--- config.mk ---
export PLATFORM = sky130hd
export DESIGN_NAME = tmr_flag_unit
export DESIGN_NICKNAME = d
export VERILOG_FILES = /design/src/rtl/tmr_pkg.sv /design/src/rtl/tmr_counter.sv /design/src/rtl/tmr_gr_slot.sv /design/src/rtl/tmr_status.sv /design/src/rtl/tmr_flag_unit.sv
export SDC_FILE = /design/constraint.sdc
export NUM_CORES = 1
export LEC_CHECK = 0
export BUFFER_PORTS_ARGS = -buffer_cell sky130_fd_sc_hd__buf_2
export CAP_MARGIN = 20
export CORE_AREA = 2 2 112 114
export CTS_CLUSTER_DIAMETER = 50
export CTS_CLUSTER_SIZE = 24
export DETAILED_ROUTE_END_ITERATION = 8
export DIE_AREA = 0 0 114 116
export GPL_TIMING_DRIVEN = 1
export PLACE_DENSITY = 0.77
export SETUP_SLACK_MARGIN = 0.15
export SYNTH_ARGS = -nofsm -noshare
export SYNTH_HDL_FRONTEND = slang
export SYNTH_SLANG_ARGS = --single-unit
--- constraint.sdc ---
create_clock -name clk -period 2.5 [get_ports clk]
set_clock_uncertainty 0.05 [all_clocks]
set_input_delay 0.5 -clock clk [delete_from_list [all_inputs] [get_ports clk]]
set_output_delay 0.5 -clock clk [all_outputs]
set_load 0.05 [all_outputs]
--- src/rtl/tmr_pkg.sv ---
package tmr_pkg;
  localparam int unsigned ADDR_STAT = 0;
  localparam int unsigned ADDR_CNT  = 1;
  localparam int unsigned ADDR_GR0  = 2;

  typedef enum logic {
    MODE_CAPTURE = 1'b0,
    MODE_COMPARE = 1'b1
  } gr_mode_e;
endpackage

--- src/rtl/tmr_counter.sv ---
module tmr_counter #(
  parameter int unsigned CW = 16
) (
  input  logic          clk,
  input  logic          rst_n,
  input  logic          ld_en,
  input  logic [CW-1:0] ld_val,
  input  logic          reload,
  output logic [CW-1:0] cnt,
  output logic          wrap_evt
);
  function automatic logic [CW:0] step_up(input logic [CW-1:0] v);
    return {1'b0, v} + {{CW{1'b0}}, 1'b1};
  endfunction

  logic [CW:0] nxt;
  assign nxt      = step_up(cnt);
  assign wrap_evt = !ld_en && !reload && nxt[CW];

  always_ff @(posedge clk or negedge rst_n) begin
    if (!rst_n)      cnt <= '0;
    else if (ld_en)  cnt <= ld_val;
    else if (reload) cnt <= '0;
    else             cnt <= nxt[CW-1:0];
  end

  a_r2_load: assert property (@(posedge clk) disable iff (!rst_n)
    ld_en |=> cnt == $past(ld_val));
  a_r2_step: assert property (@(posedge clk) disable iff (!rst_n)
    (!ld_en && !reload) |=> cnt == CW'($past(cnt) + 1'b1));
  a_r10_reload: assert property (@(posedge clk) disable iff (!rst_n)
    (!ld_en && reload) |=> cnt == '0);
  a_r3_wrap_zero: assert property (@(posedge clk) disable iff (!rst_n)
    wrap_evt |=> cnt == '0);
endmodule

--- src/rtl/tmr_gr_slot.sv ---
module tmr_gr_slot
  import tmr_pkg::*;
#(
  parameter int unsigned CW   = 16,
  parameter bit          IS_A = 1'b0,
  parameter bit          IS_D = 1'b0
) (
  input  logic          clk,
  input  logic          rst_n,
  input  logic [CW-1:0] cnt,
  input  logic          cmp_mode,
  input  logic          strobe,
  input  logic          xtrig,
  input  logic          pwm_en,
  input  logic          wr_en,
  input  logic [CW-1:0] wr_val,
  output logic [CW-1:0] gr,
  output logic          set_evt,
  output logic          period_hit
);
  logic eff_cmp, match, cap_ext, cap_x;

  assign eff_cmp    = (cmp_mode == MODE_COMPARE) || (IS_D && pwm_en);
  assign match      = eff_cmp && (cnt == gr);
  assign cap_ext    = !eff_cmp && strobe;
  assign cap_x      = IS_D && !eff_cmp && xtrig;
  assign set_evt    = (match || cap_ext) && !(IS_A && pwm_en);
  assign period_hit = IS_D && pwm_en && match;

  always_ff @(posedge clk or negedge rst_n) begin
    if (!rst_n)                gr <= '0;
    else if (cap_ext || cap_x) gr <= cnt;
    else if (wr_en)            gr <= wr_val;
  end

  a_r4_capture_value: assert property (@(posedge clk) disable iff (!rst_n)
    cap_ext |=> gr == $past(cnt));
  a_r6_compare_holds: assert property (@(posedge clk) disable iff (!rst_n)
    (eff_cmp && !wr_en) |=> $stable(gr));
endmodule

--- src/rtl/tmr_status.sv ---
module tmr_status #(
  parameter int unsigned NF = 5
) (
  input  logic          clk,
  input  logic          rst_n,
  input  logic [NF-1:0] set_evt,
  input  logic          rd_stat,
  input  logic          wr_stat,
  input  logic [NF-1:0] wdata,
  output logic [NF-1:0] flags,
  output logic          irq
);
  logic [NF-1:0] seen, clr;

  assign clr = {NF{wr_stat}} & ~wdata & seen;
  assign irq = |flags;

  always_ff @(posedge clk or negedge rst_n) begin
    if (!rst_n) begin
      flags <= '0;
      seen  <= '0;
    end else begin
      flags <= set_evt | (flags & ~clr);
      if (wr_stat)      seen <= '0;
      else if (rd_stat) seen <= flags;
    end
  end

  a_r8_set_wins: assert property (@(posedge clk) disable iff (!rst_n)
    (|set_evt) |=> ((flags & $past(set_evt)) == $past(set_evt)));
  a_r7_unseen_kept: assert property (@(posedge clk) disable iff (!rst_n)
    wr_stat |=> ((flags & $past(flags & ~seen)) == $past(flags & ~seen)));
  a_r7_one_no_effect: assert property (@(posedge clk) disable iff (!rst_n)
    wr_stat |=> ((flags & $past(flags & wdata)) == $past(flags & wdata)));
endmodule

--- src/rtl/tmr_flag_unit.sv ---
module tmr_flag_unit
  import tmr_pkg::*;
#(
  parameter int unsigned CW  = 16,
  parameter int unsigned NGR = 4,
  parameter int unsigned AW  = 3
) (
  input  logic           clk,
  input  logic           rst_n,
  input  logic [AW-1:0]  bus_addr,
  input  logic           bus_rd,
  input  logic           bus_wr,
  input  logic [CW-1:0]  bus_wdata,
  output logic [CW-1:0]  bus_rdata,
  input  logic [NGR-1:0] gr_cmp_mode,
  input  logic [NGR-1:0] cap_strobe,
  input  logic           xch_trig,
  input  logic           pwm_en,
  output logic           irq
);
  localparam int unsigned NF   = NGR + 1;
  localparam int unsigned ID_D = NGR - 1;

  logic [CW-1:0]  cnt;
  logic           wrap_evt;
  logic [CW-1:0]  gr_q [NGR];
  logic [NGR-1:0] gr_set, gr_period, gr_wr;
  logic [NF-1:0]  flags;
  logic           sel_stat, sel_cnt;

  assign sel_stat = (bus_addr == AW'(ADDR_STAT));
  assign sel_cnt  = (bus_addr == AW'(ADDR_CNT));

  tmr_counter #(.CW(CW)) u_cnt (
    .clk      (clk),
    .rst_n    (rst_n),
    .ld_en    (bus_wr && sel_cnt),
    .ld_val   (bus_wdata),
    .reload   (gr_period[ID_D]),
    .cnt      (cnt),
    .wrap_evt (wrap_evt)
  );

  for (genvar i = 0; i < NGR; i++) begin : g_gr
    assign gr_wr[i] = bus_wr && (bus_addr == AW'(ADDR_GR0 + i));
    tmr_gr_slot #(
      .CW   (CW),
      .IS_A (i == 0),
      .IS_D (i == ID_D)
    ) u_slot (
      .clk        (clk),
      .rst_n      (rst_n),
      .cnt        (cnt),
      .cmp_mode   (gr_cmp_mode[i]),
      .strobe     (cap_strobe[i]),
      .xtrig      (xch_trig),
      .pwm_en     (pwm_en),
      .wr_en      (gr_wr[i]),
      .wr_val     (bus_wdata),
      .gr         (gr_q[i]),
      .set_evt    (gr_set[i]),
      .period_hit (gr_period[i])
    );
  end

  tmr_status #(.NF(NF)) u_stat (
    .clk     (clk),
    .rst_n   (rst_n),
    .set_evt ({wrap_evt, gr_set}),
    .rd_stat (bus_rd && sel_stat),
    .wr_stat (bus_wr && sel_stat),
    .wdata   (bus_wdata[NF-1:0]),
    .flags   (flags),
    .irq     (irq)
  );

  always_comb begin
    bus_rdata = '0;
    if (sel_stat)     bus_rdata = CW'(flags);
    else if (sel_cnt) bus_rdata = cnt;
    for (int i = 0; i < NGR; i++)
      if (bus_addr == AW'(ADDR_GR0 + i)) bus_rdata = gr_q[i];
  end

  a_r9_pwm_a_quiet: assert property (@(posedge clk) disable iff (!rst_n)
    (pwm_en && !flags[0]) |=> !flags[0]);
  a_r11_xtrig_no_flag: assert property (@(posedge clk) disable iff (!rst_n)
    (xch_trig && !cap_strobe[ID_D] && !gr_cmp_mode[ID_D] && !pwm_en && !flags[ID_D])
      |=> !flags[ID_D]);
  a_r3_ovf_sets: assert property (@(posedge clk) disable iff (!rst_n)
    wrap_evt |=> flags[NGR]);
endmodule

==> qor.yml, run 1 <==
grt_pass1_vias: 5305
clock_path_buffers: 2
cts_root_buf: "clkbuf_16"
crit_path_end: "bus_rdata[3]"
drv_slew: 0
rows: 40
final_hold_viol_count: 5
cp.required_ns: 1.95
synth_fp_nets: 688
hold_class: "input port to asynchronous set/reset pin"
clock_latency_ns: 0.35
cts_tree: "done"
synth_area_leader_cell: "dfrtp_1"
path_class: "input port to output port"
core_area_sq_mm: 0.01191
avgRoutedWirePerCell_um: 22.59
overflow: 0
area_growth_pct: 22.55
initial_core_util_pct: 49.37
drt-total-wl_mm: 19.45
period_needed_ns: 2.355
port-buffer-count: 49
finalCritPeriodShare_pct: 94.18
io_pins: 50
synth.avg_cell_area_sq_um: 8.992
seqCellArea_sq_mm: 0.002256
route.detailed.drc: 0
violations: "hold timing"
reg2regPathDepth: 5
cap_violations: 0
worstReg2RegEnd: "u_cnt.cnt[15]"
postCtsHoldBufs: 0
tns_ns: 0
grt_antenna_before_repair: 0
synth_seq_cells: 90
gp_congestion: 0.9638
cp_max_fo: 7
grt_usage_pct: 29.39
ys_top_cells_by_count: "dfrtp_1 (90), nor2_1 (73), mux2i_1 (62)"
syn_inst: 654
grt_max_degree: 51
worst-slew-pin-transition_ns: 1.033
max_freq_ghz: 0.4247
fillers: 962
worst_slew_margin_rel_pct: 31.11
drt-initial-drc-count: 609
synth_top_area_share_pct: 38.30
grt_pass1_wl_mm: 29.60
die_x_um: 114
rrSetupSlack_ns: 0.36
antennaDiodeCount: 0
vias_per_cell: 6.418
synth_ff_type: "dfrtp_1"
dp_slack_ns: 0.004422
cp.arrival_ns: 1.80
cp-start-kind: "input port"
h-tree-depth: 3
via_count: 5526
p_leak_nw: 3.094
drive_gt1_share_pct: 24.93
crit-reg2reg-launch: "u_cnt.cnt[6]"
status: "finished, violations left"
powerDensity_mw_per_mm2: 876.5
multi_input_area_sq_mm: 0.003548
power_mw: 6.317
synth.cell_area_sq_mm: 0.005881
placed_cell_area_sq_mm: 0.006514
die_h_um: 116
yosys.cell_types.count: 48
cts_buffers: 9
hold_ws_ns: -0.001696
die_area_sq_mm: 0.01322
clk_pin_slew_ns: 0.07
rsz0062_at_grt: "true"
peakVddDrop_v: 0.0006051
ys_seq_area_share_pct: 38.30
setup_ws_ns: 0.1455
clock_sinks: 90
drt_pass1_iterations: 6
nets: 743
synth_edf_count: 0
yosys_warnings: 0
ant_nets: 0
hpwl_mm: 13.18
fin_area_sq_mm: 0.007207
end_kind: "output port"
yosysMostFrequentCell: "dfrtp_1"
setup_viol: 0
worstSetupStartpoint: "bus_addr[0]"
synth_area_leaders: "dfrtp_1 (38%), mux2i_1 (11%), xnor2_1 (7.9%), a21oi_1 (4.7%), nor2_1 (4.7%)"
ys_async_sr_fraction_pct: 100.0
[worst min path at each step]
stage / start / end
global route: rst_n / g_gr[1].u_slot.gr[6]
global placement: rst_n / g_gr[2].u_slot.gr[0]
CTS: rst_n / g_gr[3].u_slot.gr[1]
detailed placement: rst_n / u_stat.flags[1]
floorplan: rst_n / g_gr[0].u_slot.gr[0]
finish: rst_n / g_gr[2].u_slot.gr[1]
[flip-flops by register name, indices dropped and copies added (netlist names)]
register        count
u_cnt.cnt          16
u_stat.seen         5
u_stat.flags        5
g_gr.u_slot.gr     64
[cell families (layout without fill, tap and decap cells)]
logic type / count (synthesis) / after routing / synth area share [%]
buffers and inverters: 66 / 126 / 5.192
XOR/XNOR: 74 / 74 / 11.15
adder cells (fa/ha/maj): 1 / 1 / 0.2127
AO/OA/AOI/OAI: 162 / 162 / 17.17
AND/OR/NAND/NOR: 184 / 184 / 14.55
flip-flops: 90 / 90 / 38.30
multiplexers: 77 / 77 / 13.43
[metrics by stage]
stage | utilization [%] | hold WS, ns | std cells
global route | 60.50 | 0.01839 | 861
floorplan | - | 0.1544 | 654
detailed placement | 54.68 | 0.3707 | 830
finish | 60.50 | -0.001696 | 861
CTS | 58.77 | 0.006553 | 850
global placement | 54.56 | 0.3654 | 829
[layout by cell type, fill, tap and decap left out, types with 6 or more instances in the layout]
cell / n
nand4_1: 12
nor2_1: 71
inv_1: 6
buf_4: 51
a21oi_1: 49
nand3_1: 12
dfrtp_1: 87
nand2b_1: 6
nor4_1: 8
mux2i_1: 61
nor3_1: 8
nand2_1: 46
a22o_1: 14
xor2_1: 20
xnor2_1: 53
clkbuf_16: 10
o22ai_2: 7
o21ai_0: 39
buf_6: 8
mux2_2: 15
buf_2: 32
a22oi_1: 10
[worst max-delay path, stage by stage]
cell and delay [ns]:
buf_8 0.11, buf_12 0.14, buf_8 0.13, buf_6 0.11, and2_4 0.15, a211oi_2 0.13, nor2_1 0.08, a221oi_2 0.25
a21oi_4 0.05, buf_6 0.16
[report_power, final]
part | switching [mW] | internal [mW]
sequential | 0.487 | 1.77
clock | 0.618 | 0.976
combinational | 1.38 | 1.08
[layer usage]
metal	GRT usage (%)	part of all wire, %	up-vias
met1	37.97	39	2658
met5	0	0	-
met4	12.52	4.7	0
met2	47.38	46	367
met3	7.218	9.8	77
li1	-	-	2424
[timing repair]
| item | CTS | global route |
|---|---|---|
| setup buffers | 3 | 10 |
| pin swaps | 0 | 5 |
| endpoints found under the hold margin | 0 | 0 |
| setup endpoints to repair | 16 | 16 |
| gates cloned | 1 | 1 |
| gates resized for setup | 26 | 28 |
[layout make-up]
class,count,area share (%)
Sequential cell,90,31.30
Tap cell,147,2.552
Clock buffer,9,3.125
Clock inverter,7,1.632
Multi-Input combinational cell,498,49.24
Inverter,9,0.6944
Timing Repair Buffer,101,11.46
(Power assumes the default switching activity.)
==> run 2: changes to the inputs <==
--- a/config.mk
+++ b/config.mk
@@ -5,6 +5,7 @@
 export SDC_FILE = /design/constraint.sdc
 export NUM_CORES = 1
 export LEC_CHECK = 0
+export ABC_AREA = 1
 export BUFFER_PORTS_ARGS = -buffer_cell sky130_fd_sc_hd__buf_2
 export CAP_MARGIN = 20
 export CORE_AREA = 2 2 112 114
==> run 2 against run 1 <==
The run now ends clean; count of clock-buffer cells in the layout rose by 3; clock power fell by 4%; design area is 5.1% lower.
==> qor.yml, run 2 <==
hpwl_mm: 14.15  # +7.3%
synth_ff_type: "dfrtp_1"
worst-slew-pin-transition_ns: 0.5103  # -0.5230 ns
grt_antenna_before_repair: 0  # unchanged
synth-compound-area-share_pct: 19.38  # +2.2 points
synth_top_area_share_pct: 38.08  # -0.22 points
yosysMostFrequentCell: "nand2_1"
nets: 945  # +27%
drt-total-wl_mm: 19.10  # -1.8%
clock_path_buffers: 2  # unchanged
ant_nets: 0  # unchanged
h-tree-depth: 3  # unchanged
final_hold_viol_count: 0  # -5
via_count: 6202  # +12%
drv_slew: 0  # unchanged
end_kind: "output port"
cp.arrival_ns: 1.74  # -0.06 ns
clk_pin_slew_ns: 0.07  # about the same
status: "complete, no violations"
cp_max_fo: 8  # +1
io_pins: 50  # unchanged
drive_gt1_share_pct: 15.50  # -9.4 points
worst_slew_margin_rel_pct: 65.98  # +35 points
clock_latency_ns: 0.35  # about the same
antennaDiodeCount: 0  # unchanged
yosys.cell_types.count: 35  # -27%
synth.avg_cell_area_sq_um: 6.893  # -23%
synth_fp_nets: 892  # +30%
synth-adder-area-share_pct: 0.2116  # -0.0012 points
rows: 40  # unchanged
path_class: "input port to output port"
overflow: 0  # unchanged
cap_violations: 0  # unchanged
ys_seq_area_share_pct: 38.08  # -0.22 points
max_freq_ghz: 0.4375  # +3.0%
avgRoutedWirePerCell_um: 17.97  # -20%
largest_registers: "g_gr.u_slot.gr x64, u_cnt.cnt x16"
vias_per_cell: 5.834  # -9.1%
peakVddDrop_v: 0.0004714  # -22%
grt_max_degree: 37  # -27%
p_leak_nw: 3.217  # +4.0%
postCtsHoldBufs: 0  # unchanged
drt_pass1_iterations: 6  # unchanged
top_register: "g_gr.u_slot.gr"
grt_pass1_vias: 5605  # +5.7%
grt_usage_pct: 30.44  # +1.0 points
rsz0062_at_grt: "false"
powerDensity_mw_per_mm2: 843.7  # -3.7%
initial_core_util_pct: 49.65  # +0.28 points
cp-start-kind: "input port"
gp_congestion: 1.007  # +4.5%
cts_buffers: 9  # unchanged
yosys_warnings: 0  # unchanged
met2_usage_pct: 47.10  # -0.28 points
synth_mux_area_share_pct: 0  # -13 points
syn_inst: 858  # +31%
fin_util_pct: 57.42  # -3.1 points
die_x_um: 114  # unchanged
die_h_um: 116  # unchanged
area_growth_pct: 15.63
setup_viol: 0  # unchanged
hold_class: "input port to asynchronous set/reset pin"
use_met3_pct: 3.295  # -3.9 points
tns_ns: 0  # unchanged
finalCritPeriodShare_pct: 91.44  # -2.7 points
synth.cell_area_sq_mm: 0.005914  # +0.57%
clock_sinks: 90  # unchanged
die_area_sq_mm: 0.01322  # unchanged
synth_seq_cells: 90  # unchanged
port-buffer-count: 49  # unchanged
use_met1_pct: 45.29  # +7.3 points
power_mw: 5.770  # -8.7%
ys_top_cells_by_count: "nand2_1 (271), o21ai_0 (92), dfrtp_1 (90)"
grt.busiest_layer: "met2"
route.detailed.drc: 0  # unchanged
synth_xor_xnor_area_share_pct: 3.702  # -7.4 points
cp.required_ns: 1.95  # about the same
synth_edf_count: 0  # unchanged
synth_area_leaders: "dfrtp_1 (38%), nand2_1 (17%), o21ai_0 (7.8%), inv_1 (5.4%), nor2_1 (4.2%)"
grt_pass1_wl_mm: 30.73  # +3.8%
largest_register_ffs: 64  # unchanged
cts_tree: "done"
period_needed_ns: 2.286  # -0.06859 ns
fillers: 1137  # +18%
cts_root_buf: "clkbuf_16"
synth_top_family_by_area: "simple AND/OR/NAND/NOR gates"
ys_async_sr_fraction_pct: 100.0  # unchanged
layout_commonest_cell: "nand2_1"
synth-simple-area-share_pct: 28.52  # +14 points
layout_common_cells: "nand2_1 (270), o21ai_0 (92), dfrtp_1 (86), inv_1 (83), nor2_1 (64)"
drt-initial-drc-count: 895  # +47%
synth_area_leader_cell: "dfrtp_1"
core_area_sq_mm: 0.01191  # unchanged
==> run 2: changes by cell type in the layout (fill, tap and decap cells not counted), moves of 10 or more <==
cell	before	now
a31oi_1	0	12
inv_1	6	83
o211ai_1	0	21
nand2_1	46	270
xnor2_1	53	11
o22ai_1	2	22
a22oi_1	10	0
buf_4	51	39
nand3_1	12	35
o21ai_0	39	92
a21oi_1	49	27
a22o_1	14	0
mux2i_1	61	0
mux2_2	15	0
==> run 2: what timing repair did <==
action                     in CTS  in global routing
setup endpoints to repair       4                 15
setup buffers                   1                  0
pin swaps                       0                  1
resized for setup               3                 27
==> run 2: cell type report <==
cell class | instances | area, sq um | share of cell area (%)
tap | 147 | 183.9 | 2.689
multi-input combinational | 627 | 3097 | 45.28
timing repair buffer | 86 | 594.3 | 8.690
clock buffer | 12 | 256.5 | 3.750
sequential | 90 | 2257 | 33.00
inverter | 97 | 376.6 | 5.507
clock inverter | 4 | 73.82 | 1.079
==> run 2: worst paths after layout <==
check                                 from               to  slack [ns]  cells past startpoint
min reg2reg                u_stat.flags[2]  u_stat.flags[2]        0.49                      2
max reg2reg                   u_cnt.cnt[1]  u_stat.flags[4]        0.34                      9
max in group asynchronous            rst_n     u_cnt.cnt[1]        1.67                      2
min                                  rst_n    u_cnt.cnt[11]        0.06                      1
max                            bus_addr[0]    bus_rdata[11]        0.21                      7
min in group clk             bus_wdata[14]    u_cnt.cnt[14]        0.39                      3
==> run 2: critical path, cell delays in order <==
cell     delay [ns]
buf_2          0.13
nor2_1         0.14
nand2_1        0.19
inv_1          0.30
nand2_1        0.09
nand3_1        0.11
buf_2          0.26
==> run 2: per-layer routing <==
layer	wire length, um	share of wire (%)
met1	8134	43
met2	8699	46
met3	1852	9.7
met4	413	2.2
met5	0	0
==> run 2: logic make-up after synthesis <==
group | after synthesis
flops | 90
xor+xnor | 25
compound gates | 197
fa+ha+maj | 1
buf+inv | 141
simple gates | 404
==> run 2: stage by stage <==
step	std cells	setup slack [ns]	hold slack [ns]	instance area [sq um]
4_1_cts	1063	0.1511	0.07739	6774
3_3_place_gp	1046	0.1214	0.4482	6417
2_1_floorplan	858	0.2553	0.1544	5914
5_1_grt	1063	0.1487	0.08930	6839
3_5_place_dp	1046	0.1027	0.4441	6417
6_report	1063	0.2140	0.06040	6839
==> run 2: power by group <==
group	leakage, nW	total, mW	internal [mW]	switching (mW)
clock network	0.163	1.53	0.932	0.595
registers	1.08	2.12	1.74	0.375
logic	1.97	2.12	0.744	1.38
==> run 3: changes to the inputs <==
--- a/config.mk
+++ b/config.mk
@@ -14,7 +14,7 @@
 export DETAILED_ROUTE_END_ITERATION = 8
 export DIE_AREA = 0 0 114 116
 export GPL_TIMING_DRIVEN = 1
-export PLACE_DENSITY = 0.77
+export PLACE_DENSITY_LB_ADDON = 0.25
 export SETUP_SLACK_MARGIN = 0.15
 export SYNTH_ARGS = -nofsm -noshare
 export SYNTH_HDL_FRONTEND = slang
==> run 3 against run 2 <==
Highest routed layer unchanged; setup slack got worse by 0.037 ns; die area is the same; sequential power about the same; flip-flop and latch count is the same.
==> qor.yml, run 3 (synthesis gave the netlist of run 2 again) <==
status: "complete, no violations"
gp_congestion: 0.9516  # -5.5%
period_needed_ns: 2.323  # +0.03707 ns
final_hold_viol_count: 0  # unchanged
overflow: 0  # unchanged
clock_sinks: 90  # unchanged
end_kind: "output port"
max_freq_ghz: 0.4305  # -1.6%
hold_ws_ns: 0.01524  # -0.04517 ns
vias_per_cell: 5.800  # -0.59%
drt_pass1_iterations: 5  # -1
ant_nets: 0  # unchanged
fin_util_pct: 57.15  # -0.26 points
place_inst: 1047  # +0.096%
grt_max_degree: 34  # -8.1%
largest_register_ffs: 64  # unchanged
antennaDiodeCount: 0  # unchanged
setup_ws_ns: 0.1770  # -0.03707 ns
initial_core_util_pct: 49.65  # unchanged
seqCellArea_sq_mm: 0.002257  # unchanged
avgRoutedWirePerCell_um: 18.64  # +3.7%
cts_root_buf: "clkbuf_16"
area_growth_pct: 15.10
cp-start-kind: "flip-flop"
worstPathCellList: "clkinvlp_4 > o21ai_0 > a21oi_1 > o2111ai_1 > clkbuf_4"
die_x_um: 114  # unchanged
layout_common_cells: "nand2_1 (271), o21ai_0 (92), dfrtp_1 (86), inv_1 (82), nor2_1 (65)"
top_register: "g_gr.u_slot.gr"
clk_pin_slew_ns: 0.07  # about the same
route.detailed.drc: 0  # unchanged
drv_slew: 0  # unchanged
h-tree-depth: 3  # unchanged
setup_viol: 0  # unchanged
drt-initial-drc-count: 750  # -16%
dp_slack_ns: 0.1181  # +0.01542 ns
nets: 949  # +0.42%
cap_violations: 0  # unchanged
path_class: "flip-flop to output port"
tns_ns: 0  # unchanged
multi_input_area_sq_mm: 0.003074  # -0.73%
worst_slew_margin_rel_pct: 59.92  # -6.1 points
die_area_sq_mm: 0.01322  # unchanged
finalCritPeriodShare_pct: 92.92  # +1.5 points
die_h_um: 116  # unchanged
grt_pass1_wl_mm: 31.44  # +2.3%
fillers: 1185  # +4.2%
largest_registers: "g_gr.u_slot.gr x64, u_cnt.cnt x16"
grt_pass1_vias: 5640  # +0.62%
p_leak_nw: 3.220  # about the same
hpwl_mm: 14.71  # +3.9%
hold_class: "input port to asynchronous set/reset pin"
via_count: 6177  # -0.40%
cts_buffers: 9  # unchanged
layout.cells.non_filler: 1065  # +0.19%
cp.required_ns: 1.95  # about the same
drive_gt1_share_pct: 15.47  # -0.034 points
cp_slowest_stage_delay_ns: 0.51  # +0.21 ns
core_area_sq_mm: 0.01191  # unchanged
clock_path_buffers: 2  # unchanged
grt_antenna_before_repair: 0  # unchanged
powerDensity_mw_per_mm2: 830.4  # -1.6%
grt_usage_pct: 31.47  # +1.0 points
port-buffer-count: 49  # unchanged
cts_tree: "done"
drt-total-wl_mm: 19.85  # +3.9%
cp.arrival_ns: 1.77  # +0.03 ns
cp_max_fo: 8  # unchanged
slowest_stage: "dfrtp_2"
clock_latency_ns: 0.35  # about the same
worst-slew-pin-transition_ns: 0.6011  # +0.09078 ns
rsz0062_at_grt: "true"
io_pins: 50  # unchanged
rows: 40  # unchanged
peakVddDrop_v: 0.0004525  # -4.0%
layout_commonest_cell: "nand2_1"
-- run 3: cell type report --
type / instances / share of cell area (%)
Multi-Input combinational cell: 627 / 45.16
Sequential cell: 90 / 33.16
Inverter: 97 / 5.459
Clock inverter: 3 / 0.5881
Timing Repair Buffer: 90 / 9.226
Tap cell: 147 / 2.702
Clock buffer: 11 / 3.713
-- run 3: stage by stage --
| step | cell area, sq um | total power, mW |
|---|---|---|
| after global routing | 6808 | 5.964 |
| after detailed placement | 6437 | 4.154 |
| after CTS | 6755 | 5.545 |
| after floorplan | 5914 | 3.499 |
| after global placement | 6437 | 4.134 |
| final | 6808 | 5.653 |
-- run 3: report_power, final --
part / total (mW) / leakage [nW] / internal (mW) / switching (mW)
combinational: 2.15 / 1.99 / 0.754 / 1.40
clock: 1.39 / 0.147 / 0.815 / 0.576
sequential: 2.11 / 1.08 / 1.74 / 0.367
total: 5.65 / 3.22 / 3.31 / 2.34
-- run 3: layer usage --
metal | vias to the layer above | global-route usage, % | share of wire [%]
met5 | - | 0 | 0
met4 | 0 | 12.60 | 3.3
met3 | 48 | 4.289 | 10
met2 | 319 | 47.10 | 44
met1 | 2871 | 46.19 | 43
li1 | 2939 | - | -
-- run 3: path summary, 6_finish.rpt --
path                                       from               endpoint  slack (ns)  depth (start not counted)
worst max register to register     u_cnt.cnt[1]        u_stat.flags[4]        0.41                          9
min in group clk                  bus_wdata[10]          u_cnt.cnt[10]        0.37                          3
worst max-delay path               u_cnt.cnt[4]           bus_rdata[4]        0.18                          5
max in group asynchronous                 rst_n           u_cnt.cnt[1]        1.76                          2
worst min-delay path                      rst_n  g_gr[1].u_slot.gr[12]        0.02                          1
worst min register to register  u_stat.flags[2]        u_stat.flags[2]        0.50                          2
-- run 3: worst max-delay path: cells and delay by family (launching register included) --
| family | cells | cell delay [ns] |
|---|---|---|
| buf+inv | 2 | 0.47 |
| compound gates | 3 | 0.44 |
| flops | 1 | 0.51 |
-- run 3: timing repair --
action                     4_1_cts  5_1_grt
hold buffers                     0        0
setup buffers                    1        3
setup endpoints to repair        4       15
gates resized for setup          2       18
